## src/rtl/vic_pkg.sv

```systemverilog
package vic_pkg;

  typedef enum logic [1:0] {
    SEQ_IDLE = 2'd0,
    SEQ_WAIT = 2'd1,
    SEQ_REQ  = 2'd2
  } seq_state_e;

endpackage

```

## src/rtl/vic_src_bank.sv

```systemverilog
module vic_src_bank #(
  parameter int N = 32
) (
  input  logic         clk,
  input  logic         rst,
  input  logic [N-1:0] raise_i,
  input  logic         en_we_i,
  input  logic [N-1:0] en_wdata_i,
  input  logic [N-1:0] clr_mask_i,
  input  logic [N-1:0] ack_clr_i,
  input  logic [N-1:0] drop_clr_i,
  output logic [N-1:0] raised_o,
  output logic [N-1:0] pend_o,
  output logic [N-1:0] en_o
);

  // source 0 is reserved for reset and may never be raised
  localparam logic [N-1:0] RAISE_OK = ~{{(N-1){1'b0}}, 1'b1};

  logic [N-1:0] raise_ok;
  assign raise_ok = raise_i & RAISE_OK;

  for (genvar i = 0; i < N; i++) begin : g_src
    logic raised_q, pend_q, en_q;

    always_ff @(posedge clk) begin
      if (rst) begin
        raised_q <= 1'b0;
        pend_q   <= 1'b0;
        en_q     <= 1'b0;
      end else begin
        if (en_we_i)
          en_q <= en_wdata_i[i];
        if (clr_mask_i[i] || ack_clr_i[i])
          raised_q <= 1'b0;
        if (clr_mask_i[i] || ack_clr_i[i] || drop_clr_i[i])
          pend_q <= 1'b0;
        // a new raise wins over a clear in the same cycle; a raise on a
        // source that is already pending is dropped entirely
        if (raise_ok[i] && !pend_q) begin
          raised_q <= 1'b1;
          if (en_q)
            pend_q <= 1'b1;
        end
      end
    end

    assign raised_o[i] = raised_q;
    assign pend_o[i]   = pend_q;
    assign en_o[i]     = en_q;
  end

endmodule

```

## src/rtl/vic_prio_enc.sv

```systemverilog
module vic_prio_enc #(
  parameter int N   = 32,
  parameter int IDW = 5
) (
  input  logic [N-1:0]   req_i,
  output logic           found_o,
  output logic [IDW-1:0] idx_o
);

  // lowest index wins: scan from the top so the last hit is the smallest
  always_comb begin
    found_o = 1'b0;
    idx_o   = '0;
    for (int i = N - 1; i >= 0; i--) begin
      if (req_i[i]) begin
        found_o = 1'b1;
        idx_o   = IDW'(i);
      end
    end
  end

endmodule

```

## src/rtl/vic_sequencer.sv

```systemverilog
module vic_sequencer
  import vic_pkg::*;
#(
  parameter int N         = 32,
  parameter int IDW       = 5,
  parameter int LATENCY   = 2,
  parameter int VEC_WORDS = 2,
  parameter int VADDR_W   = 16
) (
  input  logic               clk,
  input  logic               rst,
  input  logic [N-1:0]       en_i,
  input  logic               sel_found_i,
  input  logic [IDW-1:0]     sel_idx_i,
  input  logic               gie_set_i,
  input  logic               gie_clr_i,
  input  logic               reti_i,
  input  logic               ack_i,
  output logic               gie_o,
  output logic               req_o,
  output logic [VADDR_W-1:0] vec_o,
  output logic [N-1:0]       ack_clr_o,
  output logic [N-1:0]       drop_clr_o
);

  localparam int CW = (LATENCY > 1) ? $clog2(LATENCY + 1) : 1;
  localparam logic [N-1:0] ONE = {{(N-1){1'b0}}, 1'b1};

  seq_state_e         st_q;
  logic [CW-1:0]      cnt_q;
  logic               gie_q;
  logic               req_q;
  logic [VADDR_W-1:0] vec_q;
  logic [IDW-1:0]     id_q;

  logic accept;
  logic sel_now;
  logic sel_live;

  assign accept   = (st_q == SEQ_REQ) && ack_i;
  assign sel_now  = (st_q == SEQ_WAIT) && gie_q && sel_found_i && (cnt_q == '0);
  assign sel_live = en_i[sel_idx_i];

  assign ack_clr_o  = accept ? (ONE << id_q) : '0;
  assign drop_clr_o = (sel_now && !sel_live) ? (ONE << sel_idx_i) : '0;

  always_ff @(posedge clk) begin
    if (rst) begin
      gie_q <= 1'b0;
    end else begin
      if (gie_set_i || reti_i)
        gie_q <= 1'b1;
      if (gie_clr_i || accept)
        gie_q <= 1'b0;
    end
  end

  always_ff @(posedge clk) begin
    if (rst) begin
      st_q  <= SEQ_IDLE;
      cnt_q <= '0;
      req_q <= 1'b0;
      vec_q <= '0;
      id_q  <= '0;
    end else begin
      unique case (st_q)
        SEQ_IDLE: begin
          if (gie_q && sel_found_i) begin
            cnt_q <= CW'(LATENCY - 1);
            st_q  <= SEQ_WAIT;
          end
        end
        SEQ_WAIT: begin
          if (!gie_q || !sel_found_i) begin
            st_q <= SEQ_IDLE;
          end else if (cnt_q != '0) begin
            cnt_q <= cnt_q - 1'b1;
          end else if (sel_live) begin
            req_q <= 1'b1;
            vec_q <= VADDR_W'(32'(sel_idx_i) * VEC_WORDS);
            id_q  <= sel_idx_i;
            st_q  <= SEQ_REQ;
          end else begin
            // stale entry dropped; restart the latency for the next one
            st_q <= SEQ_IDLE;
          end
        end
        SEQ_REQ: begin
          if (ack_i) begin
            req_q <= 1'b0;
            st_q  <= SEQ_IDLE;
          end
        end
        default: st_q <= SEQ_IDLE;
      endcase
    end
  end

  assign gie_o = gie_q;
  assign req_o = req_q;
  assign vec_o = vec_q;

endmodule

```

## src/rtl/prio_vic.sv

```systemverilog
module prio_vic
  import vic_pkg::*;
#(
  parameter int NUM_SRC   = 32,
  parameter int VEC_WORDS = 2,
  parameter int VADDR_W   = 16,
  parameter int LATENCY   = 2
) (
  input  logic               clk,
  input  logic               rst,
  input  logic [NUM_SRC-1:0] src_raise_i,
  input  logic               src_en_we_i,
  input  logic [NUM_SRC-1:0] src_en_wdata_i,
  input  logic [NUM_SRC-1:0] flag_clr_i,
  input  logic               gie_set_i,
  input  logic               gie_clr_i,
  input  logic               reti_i,
  input  logic               irq_ack_i,
  output logic               gie_o,
  output logic [NUM_SRC-1:0] raised_o,
  output logic [NUM_SRC-1:0] pending_o,
  output logic               irq_req_o,
  output logic [VADDR_W-1:0] irq_vec_o
);

  localparam int IDW = (NUM_SRC > 1) ? $clog2(NUM_SRC) : 1;

  logic [NUM_SRC-1:0] src_en;
  logic [NUM_SRC-1:0] ack_clr;
  logic [NUM_SRC-1:0] drop_clr;
  logic               sel_found;
  logic [IDW-1:0]     sel_idx;

  vic_src_bank #(.N(NUM_SRC)) u_bank (
    .clk        (clk),
    .rst        (rst),
    .raise_i    (src_raise_i),
    .en_we_i    (src_en_we_i),
    .en_wdata_i (src_en_wdata_i),
    .clr_mask_i (flag_clr_i),
    .ack_clr_i  (ack_clr),
    .drop_clr_i (drop_clr),
    .raised_o   (raised_o),
    .pend_o     (pending_o),
    .en_o       (src_en)
  );

  vic_prio_enc #(.N(NUM_SRC), .IDW(IDW)) u_enc (
    .req_i   (pending_o),
    .found_o (sel_found),
    .idx_o   (sel_idx)
  );

  vic_sequencer #(
    .N         (NUM_SRC),
    .IDW       (IDW),
    .LATENCY   (LATENCY),
    .VEC_WORDS (VEC_WORDS),
    .VADDR_W   (VADDR_W)
  ) u_seq (
    .clk         (clk),
    .rst         (rst),
    .en_i        (src_en),
    .sel_found_i (sel_found),
    .sel_idx_i   (sel_idx),
    .gie_set_i   (gie_set_i),
    .gie_clr_i   (gie_clr_i),
    .reti_i      (reti_i),
    .ack_i       (irq_ack_i),
    .gie_o       (gie_o),
    .req_o       (irq_req_o),
    .vec_o       (irq_vec_o),
    .ack_clr_o   (ack_clr),
    .drop_clr_o  (drop_clr)
  );

endmodule

```

## config.mk

```make
export PLATFORM = sky130hd
export DESIGN_NAME = prio_vic
export DESIGN_NICKNAME = d
export VERILOG_FILES = /design/src/rtl/vic_pkg.sv /design/src/rtl/vic_src_bank.sv /design/src/rtl/vic_prio_enc.sv /design/src/rtl/vic_sequencer.sv /design/src/rtl/prio_vic.sv
export SDC_FILE = /design/constraint.sdc
export NUM_CORES = 1
export LEC_CHECK = 0
export BUFFER_PORTS_ARGS = -buffer_cell sky130_fd_sc_hd__clkbuf_2
export CORE_MARGIN = 1.5
export CORE_UTILIZATION = 43
export CTS_CLUSTER_DIAMETER = 50
export CTS_CLUSTER_SIZE = 30
export DETAILED_ROUTE_END_ITERATION = 10
export GPL_TIMING_DRIVEN = 1
export PLACE_DENSITY = 0.73
export SETUP_SLACK_MARGIN = 0.4
export SYNTH_ARGS = -nofsm -noshare
export SYNTH_HDL_FRONTEND = slang
export SYNTH_SLANG_ARGS = --single-unit
```

## constraint.sdc

```tcl
create_clock -name clk -period 5.9 [get_ports clk]
set_input_delay 0.885 -clock clk [delete_from_list [all_inputs] [get_ports clk]]
set_output_delay 0.885 -clock clk [all_outputs]
set_load 0.02 [all_outputs]
```

# After elaboration in Yosys (flattened, before gate mapping)

Cells that the tools add are included.

$add $sub $neg: 1
$lt $le $gt $ge: 1
Equal/unequal tests: 9
Shift-type cells: 2
Multiplexer cells: 235
Bitwise gates (word level): 2
Reductions and logical operators: 177

Operators with widths:

| kind                   | count |
|---|---|
| $mux W1                | 191 |
| $mux W5                | 31 |
| $reduce_bool A2 Y1     | 34 |
| $logic_or A1 B1 Y1     | 65 |
| $mux W32               | 2 |
| $shl A1 B5 Y32 const A | 2 |
| $logic_and A1 B1 Y1    | 37 |
| $logic_not A1 Y1       | 34 |
| $mux W2                | 7 |
| $ne A2 B2 Y1 const B   | 4 |
| $reduce_and A4 Y1      | 2 |
| $lt A5 B6 Y1 const B   | 1 |
| $pmux W2 S3            | 1 |
| $bmux W1 S5            | 1 |
| $reduce_and A5 Y1      | 1 |
| $logic_not A2 Y1       | 2 |
| $ne A2 B1 Y1 const B   | 2 |
| $pmux W2 S2            | 1 |
| $ne A3 B3 Y1 const B   | 1 |
| $reduce_and A3 Y1      | 1 |
| $eq A2 B1 Y1 const B   | 1 |
| $eq A2 B2 Y1 const B   | 1 |
| $not A1 Y1             | 2 |
| $pmux W1 S2            | 1 |
| 2 further kinds        | 2 |

Flip-flop bits (word level): 105
Input bits: 103
Output and inout port bits: 82
Logic and storage cells: 526

# Depth between registers and ports, before layout

Gate-level depths: netlist of run 1.

Depth after elaboration: 40
Gate-level depth with buffers: 15
Depth with buffers taken out: 10

# Modules after synthesis

A second synthesis of run 1 with hierarchy kept.

Cell total of the unflattened synthesis: 714
Area, all modules: 6446.2 um^2

Modules (own cells, without submodules):

| module        | times used | cells an instance | area each (um^2) | sequential area each (um^2) |
|---|---|---|---|---|
| vic_src_bank  | 1          | 455               | 4674.5           | 1881.8 |
| vic_sequencer | 1          | 194               | 1401.3           | 220.2 |
| vic_prio_enc  | 1          | 65                | 370.4            | 0.0 |

# Worst setup path before layout of run 1

Ideal clock, no wire load.

Path kind: reg2reg
Start: register u_bank.g_src[24].pend_q
End: register u_bank.g_src[18].pend_q
Setup time: 0.116 ns
Arrival time: 3.279 ns
Required time: 5.784 ns
Slack: 2.505 ns
Cell stages (with the launch flop): 13
Buffers on the path: 2
Period minus slack after synthesis: 3.395 ns
Cells stage by stage: dfxtp_1 -> inv_2 -> a2111oi_1 -> nand3b_1 -> a2111o_1 -> buf_6 -> mux2_4 -> a221o_1 -> o211ai_2 -> o221ai_2 -> buf_6 -> or4_1 -> a41o_1

Word-level cells in the longest chain between the ends: 33
Elaborated cells on any way between the ends: 60
Those cells by class: shift: 1; mux: 54; reduce/logical: 5

Ends and longest elaborated chain:

| element                       | RTL line            | text |
|---|---|---|
| start, declared               | vic_src_bank.sv:24  | `logic raised_q, pend_q, en_q;` |
| start signal, assigned        | vic_src_bank.sv:29  | `pend_q <= 1'b0;` |
| start signal, assigned        | vic_src_bank.sv:37  | `pend_q <= 1'b0;` |
| start signal, assigned        | vic_src_bank.sv:43  | `pend_q <= 1'b1;` |
| $mux W5 (24 in a row)         | vic_prio_enc.sv:15  | `if (req_i[i]) begin` |
| $bmux W1 S5                   | vic_sequencer.sv:42 | `assign sel_live = en_i[sel_idx_i];` |
| $mux W1 (not written as such) | vic_sequencer.sv:42 |  |
| $logic_not A1 Y1              | vic_sequencer.sv:45 | `assign drop_clr_o = (sel_now && !sel_live) ? (ONE << sel_idx_i) : '0;` |
| $logic_and A1 B1 Y1           | vic_sequencer.sv:45 |  |
| $mux W32 (*)                  | vic_sequencer.sv:45 |  |
| $logic_or A1 B1 Y1 (*)        | vic_src_bank.sv:36  | `if (clr_mask_i[i] \|\| ack_clr_i[i] \|\| drop_clr_i[i])` |
| $mux W1 (*)                   | vic_src_bank.sv:36  |  |
| $mux W1                       | vic_src_bank.sv:42  | `if (en_q)` |
| $mux W1 (*)                   | vic_src_bank.sv:40  | `if (raise_ok[i] && !pend_q) begin` |
| end signal, assigned          | vic_src_bank.sv:29  |  |
| end signal, assigned          | vic_src_bank.sv:37  |  |
| end signal, assigned          | vic_src_bank.sv:43  |  |
| end, declared                 | vic_src_bank.sv:24  |  |

Mark *: on every way between the ends. The rest lies on a longest branch, timed or not. The select of a mux whose other input is x is not followed.
A chain may end at the register's enable or synchronous reset.

# Worst setup path in the final report of run 1

Start: register u_bank.g_src[24].pend_q
End: register u_bank.g_src[7].pend_q

Word-level cells in the longest chain between the ends: 33
Elaborated cells on any way between the ends: 60
Those cells by class: shift: 1; mux: 54; reduce/logical: 5

Ends and longest elaborated chain:

| element                       | RTL line |
|---|---|
| $mux W5 (24 in a row)         | vic_prio_enc.sv:15 |
| $bmux W1 S5                   | vic_sequencer.sv:42 |
| $mux W1 (not written as such) | vic_sequencer.sv:42 |
| $logic_not A1 Y1              | vic_sequencer.sv:45 |
| $logic_and A1 B1 Y1           | vic_sequencer.sv:45 |
| $mux W32 (*)                  | vic_sequencer.sv:45 |
| $logic_or A1 B1 Y1 (*)        | vic_src_bank.sv:36 |
| $mux W1 (*)                   | vic_src_bank.sv:36 |
| $mux W1                       | vic_src_bank.sv:42 |
| $mux W1 (*)                   | vic_src_bank.sv:40 |
| end signal, assigned          | vic_src_bank.sv:29 |
| end signal, assigned          | vic_src_bank.sv:37 |
| end signal, assigned          | vic_src_bank.sv:43 |
| end, declared                 | vic_src_bank.sv:24 |

Marks and branches as above.

==> results of run 1 <==
==> worst max-delay path, stage by stage, from the launching register on <==
cell and delay (ns):
dfxtp_1 0.45, inv_2 0.07, a2111oi_1 0.61, nand3b_1 0.22
a2111o_1 0.65, mux2_4 0.36, a221o_1 0.32, o211ai_2 0.09
o221ai_2 0.37, buf_4 0.33, or4_1 0.53, a41o_1 0.25
==> synthesized netlist by cell type, types with 5 or more instances <==
library cell  count  area, µm²
and3_1           20        125
buf_4            75        563
nand3_1          26        130
clkbuf_1         26       97.6
nor2b_1          39        244
or4_1            13       97.6
buf_1            10       37.5
dfxtp_1         105       2100
nand2_1          36        135
nor4_1           11       68.8
nor2_1           90        338
nor3b_1           5       37.5
inv_1            17       63.8
a22oi_1           5       37.5
o21ai_0          16       80.1
a31oi_1          12       75.1
a221o_1           6       60.1
or4b_1            5       50.1
a41o_1           15        150
o2bb2ai_1         6       52.6
o32ai_1           5       43.8
nor4b_1           8       70.1
mux2i_1          34        340
a21oi_1          67        335
nor3_1           13       65.1
==> per-layer routing <==
| metal | vias up | share of wire, % |
|---|---|---|
| met5 | - | 0 |
| met4 | 0 | 1.9 |
| met3 | 26 | 9.0 |
| met2 | 295 | 45 |
| met1 | 2616 | 44 |
| li1 | 2729 | - |
==> registers in the layout, summed over array words and instances (netlist names) <==
signal / count
u_bank.g_src.en_q: 32
u_bank.g_src.pend_q: 31
u_bank.g_src.raised_q: 31
u_seq.id_q: 5
u_seq.cnt_q: 2
u_seq.st_q: 2
u_seq.gie_o: 1
u_seq.req_o: 1
==> layout make-up <==
type                            count  area [µm²]
Fill cell                        1362        6680
Clock buffer                       10         239
Tap cell                          176         220
Clock inverter                      4        45.0
Inverter                           21        78.8
Multi-Input combinational cell    502        3080
Timing Repair Buffer              176         898
Sequential cell                   105        2100
==> kinds of logic after synthesis <==
| family | synth area share (%) |
|---|---|
| other cells | 0.0630 |
| simple gates | 24.9 |
| flops | 35.3 |
| fa+ha+maj | 0.210 |
| compound gates | 19.1 |
| mux | 6.73 |
| buf+inv | 13.6 |
==> worst max path at each step <==
stage,startpoint,depth (start not counted),endpoint
after floorplan,u_bank.g_src[24].pend_q$_SDFF_PP0_,12,u_bank.g_src[18].pend_q$_SDFF_PP0_
after global placement,u_bank.g_src[24].pend_q$_SDFF_PP0_,11,u_bank.g_src[7].pend_q$_SDFF_PP0_
after detailed placement,u_bank.g_src[24].pend_q$_SDFF_PP0_,11,u_bank.g_src[7].pend_q$_SDFF_PP0_
after CTS,u_bank.g_src[24].pend_q$_SDFF_PP0_,11,u_bank.g_src[7].pend_q$_SDFF_PP0_
after global routing,u_bank.g_src[24].pend_q$_SDFF_PP0_,11,u_bank.g_src[7].pend_q$_SDFF_PP0_
final,u_bank.g_src[24].pend_q$_SDFF_PP0_,11,u_bank.g_src[7].pend_q$_SDFF_PP0_
==> power breakdown <==
group	internal [mW]	total, mW	switching [mW]
sequential	0.746	0.786	0.0403
clock	0.334	0.596	0.262
combinational	0.157	0.437	0.280
==> stage by stage <==
step	power [mW]	worst slack, ns	std cells	instance area (µm²)	utilization (%)
final	1.82	1.55	994	6660	49.9
after global routing	1.90	1.29	994	6660	49.9
after CTS	1.82	1.58	994	6660	49.9
after detailed placement	1.23	1.59	980	6380	47.8
after global placement	1.23	1.62	980	6380	47.8
after floorplan	1.12	2.50	742	5990	-
==> results.json, run 1 <==
{
  "status": "finished, final reports clean",
  "grt_pass1_wl_um": 29400,
  "cts_root_buf": "clkbuf_16",
  "antenna_found_initial": 0,
  "final_cell_mix": "clkbuf_2, dfxtp_1, nor2_1",
  "hold_path.class": "flop to flop",
  "crit_fanout": 22,
  "syn_avg_cell_area_um2": 8.15,
  "slew_violations": 0,
  "r2r_end": "u_bank.g_src[7].pend_q$_SDFF_PP0_",
  "post_route_cells_drive_above_1_share_pct": 24.8,
  "ant_nets": 0,
  "tns_ns": 0,
  "met3_usage_pct": 6.56,
  "arrival_ns": 4.61,
  "skew_ns": 0.00954,
  "synth_area_um2": 5950,
  "worst-r2r-setup-slack_ns": 1.55,
  "vias": 5666,
  "place_hpwl_um": 14400,
  "ir_drop_v": 0.000142,
  "final_common_cell": "clkbuf_2",
  "relSlewSlack_pct": 15.5,
  "ctsHoldBuffers": 0,
  "critPathCaptureType": "flop",
  "tightest_slew_ns": 1.27,
  "post-route-period-util_pct": 73.7,
  "cts.htree.levels": 3,
  "n_antenna_cell": 0,
  "rows": 42,
  "totalWireLength_um": 19100,
  "synth_cells": 730,
  "grt_pass1_vias": 5299,
  "drtIter0Drc": 508,
  "whs_endpoint": "u_bank.g_src[10].raised_q$_SDFFE_PP0P_",
  "gr-total-overflow": 0,
  "fmax_mhz": 230,
  "cts_repair_resize_count": 0,
  "syn2layout_area_growth_pct": 12.0,
  "clockBufferDepth": 2,
  "synth_seq_cells": 105,
  "routed_via_density": 5.70,
  "synth_edf_count": 0,
  "cts_tree": "built",
  "cap_violations": 0,
  "period_minus_slack_ns": 4.35,
  "core_area_um2": 13300,
  "rsz0062_at_grt": "no",
  "wl_per_cell_um": 19.2,
  "die_height_um": 121,
  "grt_max_degree": 87,
  "seq_area_frac_synth_pct": 35.3,
  "synth_cell_type_count": 66,
  "first_pass_iters": 5,
  "busiest_layer": "met2",
  "ios": 185,
  "postCtsSetupBuffers": 0,
  "hold_ws_ns": 0.457,
  "pwr_density_cell_nw_per_um2": 273,
  "nets": 919,
  "gp_congestion": 0.914,
  "die_w_um": 121,
  "yosysWarnings": 0,
  "synthArstFlopShare_pct": 0,
  "worstHoldStart": "u_bank.g_src[10].raised_q$_SDFFE_PP0P_",
  "use_met1_pct": 36.4,
  "leakage_nw": 3.12,
  "path_class": "flop to flop",
  "die-area_um2": 14500,
  "grtUsageTotal_pct": 26.5,
  "cts_buffers": 9,
  "worstSkewPairLatency_ns": 0.36,
  "rr_startpoint": "u_bank.g_src[24].pend_q$_SDFF_PP0_",
  "finalHoldViolations": 0,
  "setup_viol": 0,
  "cp-start-kind": "flop",
  "reg2reg_depth": 11,
  "clk_pin_slew_worst_paths_ns": 0.07,
  "min_path_cells": 2,
  "use_met2_pct": 40.9,
  "start_util_pct": 44.6,
  "clock-sinks": 105,
  "ys.flop_type": "dfxtp_1",
  "drc": 0,
  "required_ns": 6.16,
  "port_buffers": 169
}
(Power assumes the default switching activity.)
==> run 2: changes to the inputs <==
--- a/config.mk
+++ b/config.mk
@@ -5,6 +5,7 @@
 export SDC_FILE = /design/constraint.sdc
 export NUM_CORES = 1
 export LEC_CHECK = 0
+export ABC_AREA = 1
 export BUFFER_PORTS_ARGS = -buffer_cell sky130_fd_sc_hd__clkbuf_2
 export CORE_MARGIN = 1.5
 export CORE_UTILIZATION = 43
==> constraint.sdc (replaced) <==
create_clock -name clk -period 4.45 [get_ports clk]
set_input_delay 0.6675 -clock clk [delete_from_list [all_inputs] [get_ports clk]]
set_output_delay 0.6675 -clock clk [all_outputs]
set_load 0.02 [all_outputs]
==> results.json, run 2 <==
{
  "ctsHoldBuffers": 0,
  "setup_viol": 0,
  "synth_top_family_by_area": "simple AND/OR/NAND/NOR gates",
  "post-route-period-util_pct": 82.0,
  "layout.cells.non_filler": 1222,
  "p_total_mw": 2.64,
  "clock-sinks": 105,
  "skew_ns": 0.00685,
  "top_register": "u_bank.g_src.en_q",
  "ys.flop_type": "dfxtp_1",
  "reg2reg_depth": 41,
  "worst-r2r-setup-slack_ns": 0.80,
  "synth_top_cell_area_share_pct": 34.7,
  "routed_via_density": 5.17,
  "die-area_um2": 14800,
  "cap_violations": 0,
  "grt_pass1_vias": 5606,
  "cp_slowest_cell": "dfxtp_2",
  "seq_area_frac_synth_pct": 34.7,
  "ir_drop_v": 0.000204,
  "die_height_um": 122,
  "final_cell_mix": "nand2_1, clkbuf_2, nor2_1",
  "worstSkewPairLatency_ns": 0.36,
  "critPathCaptureType": "flop",
  "largestRegisters": "u_bank.g_src.en_q x32, u_bank.g_src.pend_q x31, u_bank.g_src.raised_q x31",
  "synth_seq_cells": 105,
  "internal-power_mw": 1.74,
  "yosysWarnings": 0,
  "p_seq_share_pct": 39.5,
  "port_buffers": 169,
  "period_minus_slack_ns": 3.65,
  "synth_xor_area_share_pct": 0,
  "synth_edf_count": 0,
  "dp.cells": 1203,
  "clk_pin_slew_worst_paths_ns": 0.07,
  "status": "finished, final reports clean",
  "first_pass_iters": 5,
  "crit_fanout": 16,
  "drtIter0Drc": 536,
  "final_common_cell": "nand2_1",
  "cts_tree": "built",
  "start_util_pct": 43.9,
  "synth-simple-area-share_pct": 33.9,
  "largest_reg_flops": 32,
  "rsz0062_at_grt": "no",
  "gp_congestion": 0.974,
  "synth_cells": 949,
  "grt_pass1_wl_um": 29000,
  "gr-total-overflow": 0,
  "arrival_ns": 3.86,
  "synthArstFlopShare_pct": 0,
  "slew_violations": 0,
  "finalHoldViolations": 0,
  "tightest_slew_ns": 1.16,
  "use_met2_pct": 38.8,
  "synth_common_cells": "nand2_1, nor2_1, a21oi_1, dfxtp_1, inv_1",
  "slowest_delay_ns": 0.36,
  "ant_nets": 0,
  "post_route_cells_drive_above_1_share_pct": 20.6,
  "cts_buffers": 9,
  "required_ns": 4.66,
  "drc": 0,
  "yosys-top-cells-area": "dfxtp_1, nand2_1, buf_4",
  "yosysMostFrequentCell": "nand2_1",
  "clockBufferDepth": 2,
  "vias": 6313,
  "yosys.area.top_type": "dfxtp_1",
  "place_hpwl_um": 14600,
  "grt_max_degree": 72,
  "synthAdderAreaFrac_pct": 0.206,
  "relSlewSlack_pct": 22.2,
  "met3_usage_pct": 6.84,
  "leakage_nw": 3.33,
  "busiest_layer": "met2",
  "syn2layout_area_growth_pct": 14.2,
  "nets": 1141,
  "utilization_pct": 50.1,
  "cp-start-kind": "flop",
  "power_switching_mw": 0.909,
  "path_class": "flop to flop",
  "synth_mux_area_share_pct": 0,
  "hold_ws_ns": 0.459,
  "fmax_mhz": 274,
  "timing.critical_path.mode_cell": "nand2_1",
  "cts.htree.levels": 3,
  "rows": 43,
  "ios": 185,
  "wl_per_cell_um": 15.7,
  "totalWireLength_um": 19200,
  "clkPwrFrac_pct": 33.5,
  "pwr_density_cell_nw_per_um2": 382,
  "n_antenna_cell": 0,
  "hold_path.class": "primary input to flop",
  "synth_area_um2": 6070,
  "syn_avg_cell_area_um2": 6.39,
  "cts_root_buf": "clkbuf_16",
  "tns_ns": 0,
  "swShare_pct": 34.4,
  "core_area_um2": 13800,
  "synth-compound-area-share_pct": 12.7,
  "die_w_um": 122,
  "use_met1_pct": 34.6,
  "antenna_found_initial": 0,
  "pwr-share-comb_pct": 27.0,
  "min_path_cells": 2,
  "grtUsageTotal_pct": 25.8,
  "synth_cell_type_count": 29
}
## run 2: cell count changes after synthesis, moves of 9 or more
cell	delta
nor2b_1	-39
nand3_1	+49
nand2_1	+149
nor2_1	+66
a41o_1	-15
and3_1	-20
nand4_1	+34
mux2i_1	-34
a31oi_1	-11
or4_1	-13
a21oi_1	+43
o21ai_0	+20
inv_1	+76
buf_1	-9
## run 2: cell families (layout without fill, tap and decap cells)
group,after synthesis,after routing
other,1,13
adder cells (fa/ha/maj),1,1
buffers and inverters,212,292
flip-flops,105,105
AO/OA/AOI/OAI,151,151
AND/OR/NAND/NOR,479,480
## run 2: power groups by stage
stage                     Clock (mW)  Sequential [mW]  Combinational, mW
after floorplan                    0             1.04              0.516
after global placement             0             1.06              0.636
after detailed placement           0             1.06              0.640
after CTS                      0.896             1.04              0.646
after global routing           0.932             1.05              0.784
final                          0.886             1.04              0.713
## run 2: cell type report
cell class,count,area [µm²]
clock buffers,11,253
clock inverters,5,77.6
fillers,1508,6900
inverters,97,364
multi-input cells,645,2970
flip-flops and latches,105,2110
well taps,180,225
repair buffers,179,933
## run 2: worst max-delay path, delay by kind of cell (launching register included)
family | cells | cell delay (ns)
flops | 1 | 0.36
compound gates | 1 | 0.06
buf+inv | 1 | 0.06
simple gates | 39 | 2.98
## run 2: worst paths after layout
check,endpoint,from
worst min register to register,u_bank.g_src[13].raised_q$_SDFFE_PP0P_,u_bank.g_src[13].raised_q$_SDFFE_PP0P_
worst max register to register,u_seq.id_q[3]$_SDFFE_PP0P_,u_bank.g_src[30].pend_q$_SDFF_PP0_
worst min-delay path,u_seq.gie_o$_SDFFE_PP0P_,gie_clr_i
worst max-delay path,u_seq.id_q[3]$_SDFFE_PP0P_,u_bank.g_src[30].pend_q$_SDFF_PP0_
## run 2: stage by stage
| stage | setup slack [ns] | instance area, µm² |
|---|---|---|
| after floorplan | 1.55 | 6110 |
| after CTS | 0.494 | 6840 |
| after detailed placement | 0.355 | 6500 |
| after global placement | 0.385 | 6500 |
| final | 0.803 | 6930 |
| after global routing | 0.392 | 6930 |
## run 2: timing repair
action / CTS / global route
resized for setup: 1 / 13
pin swaps: 0 / 1
setup endpoints to repair: 17 / 38
buffers inserted: 0 / 2
cloned: 0 / 1
## run 2: layer usage
layer  routed length [µm]  vias up
li1                     -     3165
met1                 8370     2831
met2                 8310      275
met3                 1790       42
met4                  681        0
met5                    0        -
